<file path="src/rtl/hwc_pkg.sv">
package hwc_pkg;
   typedef enum logic [1:0] {
      VAR_NMOS   = 2'd0,
      VAR_CMOS_A = 2'd1,
      VAR_CMOS_B = 2'd2
   } variant_e;

   typedef enum logic [1:0] {
      ACT_NONE = 2'd0,
      ACT_WAIT = 2'd1,
      ACT_STOP = 2'd2,
      ACT_JAM  = 2'd3
   } action_e;
endpackage

</file>
<file path="src/rtl/hwc_decode.sv">
module hwc_decode
   import hwc_pkg::*;
#(
   parameter int OP_W        = 8,
   parameter bit NMOS_JAM_EN = 1'b1
) (
   input  logic [1:0]      variant,
   input  logic [OP_W-1:0] opcode,
   output action_e         act,
   output logic            undef
);
   localparam logic [OP_W-1:0] OP_PARK = OP_W'(8'hCB);
   localparam logic [OP_W-1:0] OP_LOCK = OP_W'(8'hDB);

   if (OP_W != 8) begin : g_bad_w
      $error("hwc_decode: opcode width must be 8");
   end

   logic jam_hit;
   logic col_undef;

   // Undefined CMOS columns: low nibble 3 or B
   assign col_undef = (opcode[3:0] == 4'h3) || (opcode[3:0] == 4'hB);

   if (NMOS_JAM_EN) begin : g_jam
      // Column 2 with high nibble 0-7 or odd 9-F
      assign jam_hit = (opcode[3:0] == 4'h2) && (!opcode[7] || opcode[4]);
   end else begin : g_nojam
      assign jam_hit = 1'b0;
   end

   always_comb begin
      act   = ACT_NONE;
      undef = 1'b0;
      case (variant)
         VAR_CMOS_B: begin
            if (opcode == OP_PARK)      act   = ACT_WAIT;
            else if (opcode == OP_LOCK) act   = ACT_STOP;
            else                        undef = col_undef;
         end
         VAR_CMOS_A: undef = col_undef;
         default: if (jam_hit) act = ACT_JAM;
      endcase
   end
endmodule

</file>
<file path="src/rtl/hwc_bcd_addr.sv">
module hwc_bcd_addr
   import hwc_pkg::*;
#(
   parameter int              FIX_W   = 8,
   parameter logic [FIX_W-1:0] B_SUB  = FIX_W'(8'hB8),
   parameter logic [FIX_W-1:0] B_ADD  = FIX_W'(8'h7F),
   parameter logic [FIX_W-1:0] A_SUB  = FIX_W'(8'hB1),
   parameter logic [FIX_W-1:0] A_ADD  = FIX_W'(8'h59)
) (
   input  logic [1:0]       variant,
   input  logic             sub,
   output logic [FIX_W-1:0] addr
);
   if (FIX_W < 8) begin : g_bad_w
      $error("hwc_bcd_addr: address width too small");
   end

   always_comb begin
      case (variant)
         VAR_CMOS_B: addr = sub ? B_SUB : B_ADD;
         VAR_CMOS_A: addr = sub ? A_SUB : A_ADD;
         default:    addr = '0;
      endcase
   end
endmodule

</file>
<file path="src/rtl/hwc_seq.sv">
module hwc_seq
   import hwc_pkg::*;
#(
   parameter int DUMMY_CYCLES = 2
) (
   input  logic    clk,
   input  logic    rst_n,
   input  logic    accept,
   input  action_e act,
   input  logic    undef,
   input  logic    irq_taken,
   input  logic    nmi_taken,
   input  logic    irq_mask,
   output logic    wait_q,
   output logic    stop_q,
   output logic    busy,
   output logic    pc_dec,
   output logic    undef_nop
);
   localparam int CNT_W = $clog2(DUMMY_CYCLES + 1);

   if (DUMMY_CYCLES < 1) begin : g_bad_cnt
      $error("hwc_seq: at least one dummy cycle is required");
   end

   logic [CNT_W-1:0] cnt_q;
   action_e          pend_q;
   logic             wake;

   assign busy = (cnt_q != '0);
   assign wake = nmi_taken || (irq_taken && !irq_mask);

   always_ff @(posedge clk or negedge rst_n) begin
      if (!rst_n) begin
         cnt_q     <= '0;
         pend_q    <= ACT_NONE;
         wait_q    <= 1'b0;
         stop_q    <= 1'b0;
         pc_dec    <= 1'b0;
         undef_nop <= 1'b0;
      end else begin
         pc_dec    <= 1'b0;
         undef_nop <= accept && undef;
         if (busy) begin
            cnt_q <= cnt_q - 1'b1;
            if (cnt_q == CNT_W'(1)) begin
               case (pend_q)
                  ACT_WAIT: wait_q <= 1'b1;
                  ACT_STOP: stop_q <= 1'b1;
                  ACT_JAM: begin
                     stop_q <= 1'b1;
                     pc_dec <= 1'b1;
                  end
                  default: ;
               endcase
            end
         end else if (accept && act != ACT_NONE) begin
            cnt_q  <= CNT_W'(DUMMY_CYCLES);
            pend_q <= act;
         end
         if (wait_q && wake) wait_q <= 1'b0;
      end
   end


   stop_hold_chk: assert property (@(posedge clk) disable iff (!rst_n)
      stop_q |=> stop_q);


   dummy_start_chk: assert property (@(posedge clk) disable iff (!rst_n)
      $rose(busy) |-> cnt_q == CNT_W'(DUMMY_CYCLES));


   dummy_end_chk: assert property (@(posedge clk) disable iff (!rst_n)
      (cnt_q == CNT_W'(1)) |=> !busy);


   nmi_wake_chk: assert property (@(posedge clk) disable iff (!rst_n)
      (wait_q && nmi_taken) |=> !wait_q);


   masked_irq_chk: assert property (@(posedge clk) disable iff (!rst_n)
      (wait_q && irq_taken && irq_mask && !nmi_taken) |=> wait_q);


   pc_dec_chk: assert property (@(posedge clk) disable iff (!rst_n)
      pc_dec |-> (stop_q && !$past(stop_q)));


   state_excl_chk: assert property (@(posedge clk) disable iff (!rst_n)
      $onehot0({wait_q, stop_q}));
endmodule

</file>
<file path="src/rtl/halt_wait_ctl.sv">
module halt_wait_ctl
   import hwc_pkg::*;
#(
   parameter int OP_W         = 8,
   parameter int FIX_W        = 8,
   parameter int DUMMY_CYCLES = 2,
   parameter bit NMOS_JAM_EN  = 1'b1
) (
   input  logic             clk,
   input  logic             rst_n,
   input  logic [1:0]       variant,
   input  logic             op_valid,
   input  logic [OP_W-1:0]  opcode,
   input  logic             irq_taken,
   input  logic             nmi_taken,
   input  logic             irq_mask,
   input  logic             bcd_sub,
   output logic             wait_st,
   output logic             stop_st,
   output logic             fetch_block,
   output logic             dummy_rd,
   output logic             pc_dec,
   output logic             undef_nop,
   output logic [FIX_W-1:0] bcd_fix_addr
);
   action_e act;
   logic    undef;
   logic    busy;
   logic    accept;

   assign fetch_block = wait_st || stop_st || busy;
   assign accept      = op_valid && !fetch_block;
   assign dummy_rd    = busy;

   hwc_decode #(.OP_W(OP_W), .NMOS_JAM_EN(NMOS_JAM_EN)) u_dec (
      .variant (variant),
      .opcode  (opcode),
      .act     (act),
      .undef   (undef)
   );

   hwc_seq #(.DUMMY_CYCLES(DUMMY_CYCLES)) u_seq (
      .clk       (clk),
      .rst_n     (rst_n),
      .accept    (accept),
      .act       (act),
      .undef     (undef),
      .irq_taken (irq_taken),
      .nmi_taken (nmi_taken),
      .irq_mask  (irq_mask),
      .wait_q    (wait_st),
      .stop_q    (stop_st),
      .busy      (busy),
      .pc_dec    (pc_dec),
      .undef_nop (undef_nop)
   );

   hwc_bcd_addr #(.FIX_W(FIX_W)) u_bcd (
      .variant (variant),
      .sub     (bcd_sub),
      .addr    (bcd_fix_addr)
   );


   blocked_fetch_chk: assert property (@(posedge clk) disable iff (!rst_n)
      (stop_st && op_valid) |=> !busy);
endmodule

</file>
<file path="config.mk">
export PLATFORM = sky130hd
export DESIGN_NAME = halt_wait_ctl
export DESIGN_NICKNAME = d
export VERILOG_FILES = /design/src/rtl/hwc_pkg.sv /design/src/rtl/hwc_decode.sv /design/src/rtl/hwc_bcd_addr.sv /design/src/rtl/hwc_seq.sv /design/src/rtl/halt_wait_ctl.sv
export SDC_FILE = /design/constraint.sdc
export NUM_CORES = 1
export LEC_CHECK = 0
export BUFFER_PORTS_ARGS = -buffer_cell sky130_fd_sc_hd__buf_2
export CORE_MARGIN = 5
export CORE_UTILIZATION = 30
export CTS_CLUSTER_DIAMETER = 30
export DETAILED_ROUTE_END_ITERATION = 10
export PLACE_DENSITY_LB_ADDON = 0.1
export SYNTH_ARGS = -nofsm -noshare
export SYNTH_HDL_FRONTEND = slang
export SYNTH_SLANG_ARGS = --single-unit
</file>
<file path="constraint.sdc">
create_clock -name clk -period 3.3 [get_ports clk]
set_input_delay 0.825 -clock clk [delete_from_list [all_inputs] [get_ports clk]]
set_output_delay 0.825 -clock clk [all_outputs]
set_load 0.05 [all_outputs]
</file>
==> impl_results.md, run 1 <==
- Reg-to-reg endpoint: u_seq.cnt_q[0]$_DFFE_PN0P_
- CTS tree: done
- Skew-Pair Late Insertion Delay: 0.24 ns
- Share of layout cells above drive strength 1: 40.00%
- Syn. warnings: 0
- Largest net degree at the start of global routing: 9
- Status: complete, no violations
- Worst-path clk slew: 0.05 ns
- Slowest stage delay, CP: 0.33 ns
- Seq/Total Area, Yosys: 33.83%
- Register bit total from synthesis: 8
- Row cnt: 16
- Via count: 577
- DRT Wirelength: ~1300 um
- First-pass GRT wire length: 2118 um
- IO Pins: 31
- Final setup fails: 0
- Nets@finish: ~120
- Post-CTS sizing: 0
- Distinct cells, synth: 29
- Initial Utilization: 30.79%
- Peak supply drop: 0.1458 mV
- Final Hold Fails: 0
- Initial antenna violation count: 0
- Antenna Nets Post-Route: 0
- Slowest-stage cell, CP: ha_1
- Reg-to-reg startpoint: u_seq.cnt_q[0]$_DFFE_PN0P_
- Post-synth net total: 90
- GPL Wtd Cong: 0.7200
- Slew headroom: 74.60%
- Syn Inst Count: 68
- Clock sink total: 8
- Util after Layout: 41.15%
- Reg2reg path depth: 6
- Post-CTS Setup Bufs: 0
- N_diodes: 0
- Via density: 4.543
- Total GRT Usage: around a tenth
- Area of the core: 0.001922 mm^2
- Max-Cap Viols: 0
- Hold WC Path Type: input port to asynchronous set/reset pin
- Starting DRT DRC Count: 2
- CP Class: input port to output port
- Avg Cell Area, Syn: 8.703 um^2
- F_max: 352.7 MHz
- Crit path time final: 2.835 ns
- Drt wl/cell: 10.13 um
- Max H-tree Level: 1
- Die Height: 54.42 um
- DR DRC count: 0
- # hold bufs at CTS: 0
- GR Overflow Total: 0
- Cell Chain, Critical Path: buf_2 > inv_1 > ha_1 > nand2b_2 > nor2_1 > a21o_2 > buf_2
- Vias in the first global route: 528
- Worst-margin pin slew: ~0.38 ns
- Critical Path Most Common Cell: buf_2
- Pleak: approximately 0.00044 uW
- Clock Tree Buf Depth: 2
- Final Max Slew Viols: 0
- CTS buffer count: 3
- Tcrit/Tclk final: 85.91%
- Critical path arrival: 2.01 ns
- Crit path max fanout: 4
- Port bufs: 30
- Die area: 0.002961 mm^2
- PD cells: just under 300 mW/mm^2
- Die X: 54.42 um
- Synth-to-layout area growth: 33.62%
- Required time of the critical path: 2.47 ns
- Unrepaired setup endpoints after global routing: no
- Worst setup EP type: output port
- Final HPWL DP: approximately 1100 um
- Root buffer cell: clkbuf_4
- Mapped Area: 591.8 um^2
- Max Clock Skew: 0.002514 ns
- CP Launch Type: input port
- R2r setup slk: 1.66 ns
- Pre-antenna DRT Iters: 3
- Setup TNS: 0 ns
synthesized netlist by cell type:
cell | count | area [um^2]
a2111oi_4 | 1 | 27.53
a21o_1 | 1 | 7.510
a21o_2 | 1 | 8.760
a21oi_1 | 5 | 25.02
a2bb2oi_1 | 1 | 8.760
and3_1 | 1 | 6.260
buf_4 | 1 | 7.510
dfrtp_1 | 8 | 200.2
ha_1 | 5 | 62.56
inv_1 | 12 | 45.04
inv_2 | 1 | 3.750
nand2_1 | 4 | 15.01
nand2b_2 | 1 | 8.760
nand3_1 | 1 | 5.000
nand4_1 | 1 | 6.260
nand4b_1 | 1 | 8.760
nor2_1 | 5 | 18.77
nor2b_1 | 2 | 12.51
nor3_1 | 4 | 20.02
nor3_2 | 2 | 20.02
nor3b_2 | 1 | 12.51
o211a_1 | 1 | 10.01
o211ai_1 | 1 | 7.510
o21ai_0 | 2 | 10.01
o21ai_1 | 1 | 5.000
o2bb2ai_1 | 1 | 8.760
o31ai_1 | 1 | 7.510
or2_0 | 1 | 6.260
or3_1 | 1 | 6.260
stage by stage:
step           hold slack [ns]  cell area, um^2  power [uW]  setup WS (ns)  std cells
6_report                0.4150            790.8       230.3         0.4650        127
5_1_grt                 0.4242            790.8       245.5         0.3807        127
4_1_cts                 0.4131            790.8       235.0         0.4521        127
3_5_place_dp            0.4752            768.2       161.8         0.4577        124
3_3_place_gp            0.4761            768.2       161.8         0.4851        124
2_1_floorplan           0.4523            591.8       140.9        0.02785         68
layer usage:
layer	routed length, um	vias to the layer above	track usage (%)
met4	27	0	7.469
met2	513	27	15.54
met5	0	-	0
met1	622	253	12.62
met3	123	2	1.635
li1	-	295	-
worst max-delay path: cells and delay by family:
kind	cells	cell delay, ns
buf+inv	3	0.38
compound gates	1	0.11
simple gates	2	0.38
fa+ha+maj	1	0.33
final cells by class:
type | instances | area (um^2)
Clock buffer | 3 | 22.52
Tap cell | 27 | 33.78
Inverter | 13 | 48.80
Timing Repair Buffer | 30 | 150.1
Multi-Input combinational cell | 46 | 335.3
Sequential cell | 8 | 200.2
Fill cell | 218 | 1131
flip-flops by register name, summed over array words and instances (netlist names):
signal	flops
u_seq.stop_q	1
u_seq.pend_q	2
u_seq.wait_q	1
u_seq.pc_dec	1
u_seq.undef_nop	1
u_seq.cnt_q	2
cell families (layout without fill, tap and decap cells):
| family | count (synthesis) | in the layout | synth area share [%] |
|---|---|---|---|
| buf+inv | 14 | 46 | 9.513 |
| simple gates | 25 | 25 | 24.74 |
| flops | 8 | 8 | 33.83 |
| compound gates | 16 | 16 | 21.35 |
| fa+ha+maj | 5 | 5 | 10.57 |
how the worst max path moves through the flow:
stage | from | end | slack (ns) | cells after the start
finish | variant[0] | bcd_fix_addr[0] | 0.46 | 7
global route | variant[0] | bcd_fix_addr[0] | 0.38 | 7
CTS | variant[0] | bcd_fix_addr[0] | 0.45 | 7
detailed placement | variant[0] | bcd_fix_addr[0] | 0.46 | 7
global placement | variant[0] | bcd_fix_addr[0] | 0.49 | 7
floorplan | variant[0] | bcd_fix_addr[0] | 0.03 | 5
layout by cell type, fill, tap and decap left out, types with 2 or more instances in the layout:
master,instances
nor3_1,4
nand2_1,4
a21oi_1,5
buf_2,30
inv_1,12
nor3_2,2
nor2b_1,2
o21ai_1,2
clkbuf_4,3
dfrtp_1,8
ha_1,5
nor2_1,5
report_power, final:
group          switching [uW]  internal (uW)  total, uW
sequential                  0           98.2       98.2
combinational            42.6           18.8       61.4
clock                    29.3           41.4       70.7
Power figures use the tool's default switching activity.
==> run 2, diff against run 1 <==
--- a/config.mk
+++ b/config.mk
@@ -5,6 +5,7 @@
 export SDC_FILE = /design/constraint.sdc
 export NUM_CORES = 1
 export LEC_CHECK = 0
+export ABC_AREA = 1
 export BUFFER_PORTS_ARGS = -buffer_cell sky130_fd_sc_hd__buf_2
 export CORE_MARGIN = 5
 export CORE_UTILIZATION = 30
==> run 2 against run 1 <==
Total power rose by 110%. Die area up 9.8%. Fmax decreased by 1.3%.
==> impl_results.md, run 2 <==
- Largest registers: u_seq.cnt_q (2), u_seq.pend_q (2)
- GPL Wtd Cong: 0.6903 (-4.1%)
- Synth async-reset ratio: 100.0% (unchanged)
- Max H-tree Level: 1 (unchanged)
- CP Class: input port to output port
- Syn Inst Count: 89 (+31%)
- Unrepaired setup endpoints after global routing: no
- Count leader, synth: nand2_1
- Max-Cap Viols: 0 (unchanged)
- Crit path time final: 2.874 ns (+0.03875 ns)
- PD cells: 555.9 mW/mm^2 (+91%)
- CTS tree: done
- Nets@finish: 145 (+17%)
- Setup TNS: 0 ns (unchanged)
- Hold WC Path Type: input port to asynchronous set/reset pin
- Required time of the critical path: 2.47 ns (about the same)
- Via density: 4.423 (-2.7%)
- Max Clock Skew: 0.002321 ns (-0.0001933 ns)
- Final hold slack: 0.4078 ns (-0.007245 ns)
- Worst-path clk slew: 0.05 ns (about the same)
- CTS buffer count: 3 (unchanged)
- Crit path max fanout: 6 (+2)
- Die X: 57.02 um (+4.8%)
- Die area: 0.003251 mm^2 (+9.8%)
- CP bufs+invs: 4 (+1)
- Filler Cell Count: 255 (+17%)
- Post-synth net total: 111 (+23%)
- Critical path arrival: 2.05 ns (+0.04 ns)
- Crit path max-delay family: buffers and inverters
- Pleak: 0.0005108 uW (+16%)
- Slew headroom: 67.09% (-7.5 points)
- Commonest cells in the netlist: 20 x nand2_1, 16 x inv_1, 8 x dfrtp_1, 8 x nor2_1
- Final Max Slew Viols: 0 (unchanged)
- # hold bufs at CTS: 0 (unchanged)
- Clock sink total: 8 (unchanged)
- Multi-input combinational cell area: 397.9 um^2 (+19%)
- F_max: 348.0 MHz (-1.3%)
- First-pass GRT wire length: 2463 um (+16%)
- Peak supply drop: 0.1788 mV (+23%)
- Clock Tree Buf Depth: 2 (unchanged)
- CP Launch Type: input port
- Post-CTS sizing: 0 (unchanged)
- Leading cell type in the layout, fill and taps excluded: buf_2
- Worst setup EP type: output port
- Root buffer cell: clkbuf_4
- IO Pins: 31 (unchanged)
- Post-CTS Setup Bufs: 0 (unchanged)
- Status: complete, no violations
- Fin cells: 149 (+17%)
- Starting DRT DRC Count: 18 (+16)
- Slowest stage delay, CP: 0.37 ns (+0.04 ns)
- Final Hold Fails: 0 (unchanged)
- Antenna Nets Post-Route: 0 (unchanged)
- Row cnt: 17 (+1)
- Worst setup margin: 0.4262 ns (-0.03875 ns)
- Tcrit/Tclk final: 87.08% (+1.2 points)
- Syn. warnings: 0 (unchanged)
- Most frequent cells in the layout: 30 x buf_2, 20 x nand2_1, 16 x inv_1, 8 x nor2_1, 8 x dfrtp_1
- Util after Layout: 40.08% (-1.1 points)
- Synth top area share: 30.19% (-3.6 points)
- Synth-to-layout area growth: 31.13%
- DRT Wirelength: 1428 um (+11%)
- Via count: 659 (+14%)
- Mapped Area: 663.1 um^2 (+12%)
- Slowest-stage cell, CP: ha_1
- DR DRC count: 0 (unchanged)
- Placed Cells: 146 (+18%)
- Worst-margin pin slew: 0.4885 ns (+0.1075 ns)
- Post-synth top flop: dfrtp_1
- Largest net degree at the start of global routing: 9 (unchanged)
- Drt wl/cell: 9.584 um (-5.4%)
- Register bit total from synthesis: 8 (unchanged)
- Sequential cell area: 200.2 um^2 (unchanged)
- Pre-antenna DRT Iters: 4 (+1)
- Die Height: 57.02 um (+4.8%)
- Dpl ws: 0.4239 ns (-0.03385 ns)
- Area of the core: 0.002170 mm^2 (+13%)
- Final HPWL DP: 1239 um (+13%)
- Largest area contributor in the netlist: dfrtp_1
- Initial antenna violation count: 0 (unchanged)
- Final setup fails: 0 (unchanged)
- GR Overflow Total: 0 (unchanged)
- Top post-synthesis cells by area: dfrtp_1 30%, nand2_1 11%, ha_1 9.4%
- Skew-Pair Late Insertion Delay: 0.25 ns (about the same)
- Share of layout cells above drive strength 1: 41.32% (+1.3 points)
- Seq/Total Area, Yosys: 30.19% (-3.6 points)
- Port bufs: 30 (unchanged)
- Total GRT Usage: 9.735% (-0.39 points)
- Initial Utilization: 30.57% (-0.23 points)
- N_diodes: 0 (unchanged)
- Avg Cell Area, Syn: 7.451 um^2 (-14%)
- EDFF count, synth: 0 (unchanged)
- Distinct cells, synth: 23 (-21%)
- Vias in the first global route: 611 (+16%)
- Cell Chain, Critical Path: buf_2 > inv_1 > ha_1 > inv_1 > o21ai_0 > o22ai_2 > buf_2
## run 2: kinds of logic (layout without fill, tap and decap cells)
logic type	count (synthesis)	after routing	share of synthesized area, %
DFF	8	8	30.19
and+or+nand+nor	49	49	40.94
AOI/OAI and AO/OA	9	9	8.680
adders and majority gates	5	5	9.434
buffers and inverters	18	50	10.75
## run 2: path summary, 6_finish.rpt
| path | slack (ns) | end | cells after the start | start |
|---|---|---|---|---|
| worst max-delay path | 0.43 | bcd_fix_addr[5] | 7 | variant[0] |
| worst min-delay path | 0.41 | u_seq.pend_q[0]$_DFFE_PN0P_ | 1 | rst_n |
| worst max register to register | 1.83 | u_seq.cnt_q[1]$_DFFE_PN0P_ | 7 | u_seq.cnt_q[0]$_DFFE_PN0P_ |
| worst min register to register | 0.47 | u_seq.pend_q[0]$_DFFE_PN0P_ | 2 | u_seq.pend_q[0]$_DFFE_PN0P_ |
| max in group asynchronous | 2.72 | u_seq.stop_q$_DFFE_PN0P_ | 1 | rst_n |
| min in group clk | 0.47 | u_seq.pend_q[0]$_DFFE_PN0P_ | 2 | u_seq.pend_q[0]$_DFFE_PN0P_ |
## run 2: metrics by stage
step | power, uW | cell area (um^2)
after CTS | 490.4 | 869.6
after detailed placement | 412.6 | 847.1
after global routing | 526.2 | 869.6
final | 483.4 | 869.6
after global placement | 411.1 | 847.1
after floorplan | 353.7 | 669.4
## run 2: power by group
group	switching [uW]	internal [uW]	leakage [uW]
Combinational	199	75.7	0.000390
Sequential	14.7	119	0.000107
Clock	32.7	41.6	0.0000138
## run 2: area by class of cell
type,count,area share (%)
multi-input combinational,63,45.76
inverter,17,7.338
clock buffer,3,2.590
sequential,8,23.02
timing repair buffer,30,17.27
tap,28,4.029
## run 2: routing by layer
metal	wire [um]	global-route usage (%)
met2	670	15.17
met4	44	6.954
met3	95	2.036
met1	618	11.83
met5	0	0
==> run 3, diff against run 2 <==
--- a/config.mk
+++ b/config.mk
@@ -8,8 +8,8 @@
 export ABC_AREA = 1
 export BUFFER_PORTS_ARGS = -buffer_cell sky130_fd_sc_hd__buf_2
 export CORE_MARGIN = 5
-export CORE_UTILIZATION = 30
-export CTS_CLUSTER_DIAMETER = 30
+export CORE_UTILIZATION = 48
+export CTS_CLUSTER_DIAMETER = 200
 export DETAILED_ROUTE_END_ITERATION = 10
 export PLACE_DENSITY_LB_ADDON = 0.1
 export SYNTH_ARGS = -nofsm -noshare
==> run 3 against run 2 <==
Sequential power about the same. Wire length shrank 0.56%. Register-to-register slack better by 0.04 ns. Utilization increased by 25 points. Combinational power about the same. Largest cell class unchanged. Largest power group unchanged.
==> impl_results.md, run 3 (same netlist as run 2, synthesis figures left out) <==
- Status: complete, no violations
- Largest net degree at the start of global routing: 9 (unchanged)
- CP Launch Type: input port
- First-pass GRT wire length: 2228 um (-9.5%)
- Worst setup margin: 0.4021 ns (-0.02417 ns)
- Skew-Pair Late Insertion Delay: 0.25 ns (about the same)
- Dpl ws: 0.4002 ns (-0.02368 ns)
- Multi-input combinational cell area: 397.9 um^2 (unchanged)
- Psw: 246.6 uW (about the same)
- Clock Tree Buf Depth: 2 (unchanged)
- Util after Layout: 65.58% (+25 points)
- IO Pins: 31 (unchanged)
- Tcrit/Tclk final: 87.82% (+0.73 points)
- Area of the core: 0.001301 mm^2 (-40%)
- N_diodes: 0 (unchanged)
- Leading cell type in the layout, fill and taps excluded: buf_2
- Total GRT Usage: 14.32% (+4.6 points)
- Critical path arrival: 2.07 ns (+0.02 ns)
- Hold WC Path Type: input port to asynchronous set/reset pin
- Post-CTS Setup Bufs: 0 (unchanged)
- Worst-margin pin slew: 0.4534 ns (-0.03505 ns)
- Max Clock Skew: 0.001262 ns (-0.001058 ns)
- Required time of the critical path: 2.47 ns (about the same)
- Sequential cell area: 200.2 um^2 (unchanged)
- Max H-tree Level: 1 (unchanged)
- Fin cells: 136 (-8.7%)
- Via count: 667 (+1.2%)
- Share of layout cells above drive strength 1: 41.32% (unchanged)
- Final setup fails: 0 (unchanged)
- Pleak: 0.0005108 uW (unchanged)
- Die area: 0.002225 mm^2 (-32%)
- Drt wl/cell: 10.44 um (+8.9%)
- Most frequent cells in the layout: 30 x buf_2, 20 x nand2_1, 16 x inv_1, 8 x nor2_1, 8 x dfrtp_1
- Starting DRT DRC Count: 16 (-2)
- Largest registers: u_seq.cnt_q (2), u_seq.pend_q (2)
- Final Max Slew Viols: 0 (unchanged)
- F_max: 345.1 MHz (-0.83%)
- Initial Utilization: 50.96% (+20 points)
- GR Overflow Total: 0 (unchanged)
- Reg2reg path depth: 7 (unchanged)
- Post-CTS sizing: 0 (unchanged)
- # hold bufs at CTS: 0 (unchanged)
- CTS tree: done
- Placed Cells: 133 (-8.9%)
- CTS buffer count: 3 (unchanged)
- Row cnt: 13 (-4)
- Comb power frac: 56.7% (-0.2 points)
- Sw frac: 51.08% (about the same)
- Filler Cell Count: 122 (-52%)
- Unrepaired setup endpoints after global routing: no
- Peak supply drop: 0.4755 mV (+170%)
- Worst setup EP type: output port
- Worst-path clk slew: 0.05 ns (about the same)
- Sequential share of power: 27.6% (about the same)
- DRT Wirelength: 1420 um (-0.56%)
- DR DRC count: 0 (unchanged)
- Root buffer cell: clkbuf_4
- Port bufs: 30 (unchanged)
- GPL Wtd Cong: 0.7818 (+13%)
- Max-Cap Viols: 0 (unchanged)
- Die X: 47.17 um (-17%)
- Clock sink total: 8 (unchanged)
- CP Class: input port to output port
- Slew headroom: 69.45% (+2.4 points)
- Reg-to-reg startpoint: u_seq.cnt_q[0]$_DFFE_PN0P_
- Reg-to-reg endpoint: u_seq.cnt_q[0]$_DFFE_PN0P_
- Synth-to-layout area growth: 28.68%
- Final Hold Fails: 0 (unchanged)
- Nets@finish: 145 (unchanged)
- Vias in the first global route: 558 (-8.7%)
- R2r setup slk: 1.87 ns (+0.04 ns)
- PD cells: 565.7 mW/mm^2 (+1.8%)
- Initial antenna violation count: 0 (unchanged)
- Die Height: 47.17 um (-17%)
- Antenna Nets Post-Route: 0 (unchanged)
- Clk pwr share: 15.7% (+0.3 points)
- Via density: 4.904 (+11%)
- Pre-antenna DRT Iters: 4 (unchanged)
- Crit path max fanout: 6 (unchanged)
- P_int: 236.1 uW (-0.20%)
- Crit path time final: 2.898 ns (+0.02417 ns)
- Final HPWL DP: 1220 um (-1.6%)
## run 3: cell counts in the layout (fill, tap and decap cells not counted)
Identical to the previous run, type by type.
## run 3: final cells by class
cell class / count / share of cell area, %
Clock buffer: 3 / 2.639
Timing Repair Buffer: 30 / 17.60
Inverter: 17 / 7.478
Sequential cell: 8 / 23.46
Multi-Input combinational cell: 63 / 46.63
Tap cell: 15 / 2.199
## run 3: power by group through the flow
stage	sequential (uW)	clock, uW	combinational, uW
CTS	133	81.1	277
floorplan	145	0	209
finish	133	75.6	274
detailed placement	135	0	276
global route	136	88.8	299
global placement	135	0	272
## run 3: layer usage
layer	global-route usage [%]	part of all wire, %	up-vias
met4	4.972	0.85	0
met3	6.897	11	4
met1	16.59	41	296
met5	0	0	-
met2	23.04	46	23
li1	-	-	344
## run 3: worst max-delay path: stages
cell and delay (ns):
buf_2 0.09, inv_1 0.04, ha_1 0.38, inv_1 0.14
o21ai_0 0.19, o22ai_2 0.13, buf_2 0.29
## run 3: worst max path at each step
stage	to	cells after the start	slack (ns)	from
2_1_floorplan	bcd_fix_addr[3]	5	-0.1	variant[0]
3_3_place_gp	bcd_fix_addr[5]	7	0.49	variant[0]
3_5_place_dp	bcd_fix_addr[5]	7	0.40	variant[0]
4_1_cts	bcd_fix_addr[5]	7	0.40	variant[0]
5_1_grt	bcd_fix_addr[5]	7	0.28	variant[0]
6_report	bcd_fix_addr[5]	7	0.40	variant[0]
## run 3: metrics by stage
step	instance area, um^2	hold WS (ns)	total power, uW	setup TNS [ns]
6_report	853.3	0.4010	482.7	0
5_1_grt	853.3	0.3948	523.1	0
4_1_cts	853.3	0.3994	491.1	0
3_5_place_dp	830.8	0.4670	411.4	0
3_3_place_gp	830.8	0.4628	407.1	0
2_1_floorplan	669.4	0.4417	353.7	-0.2734
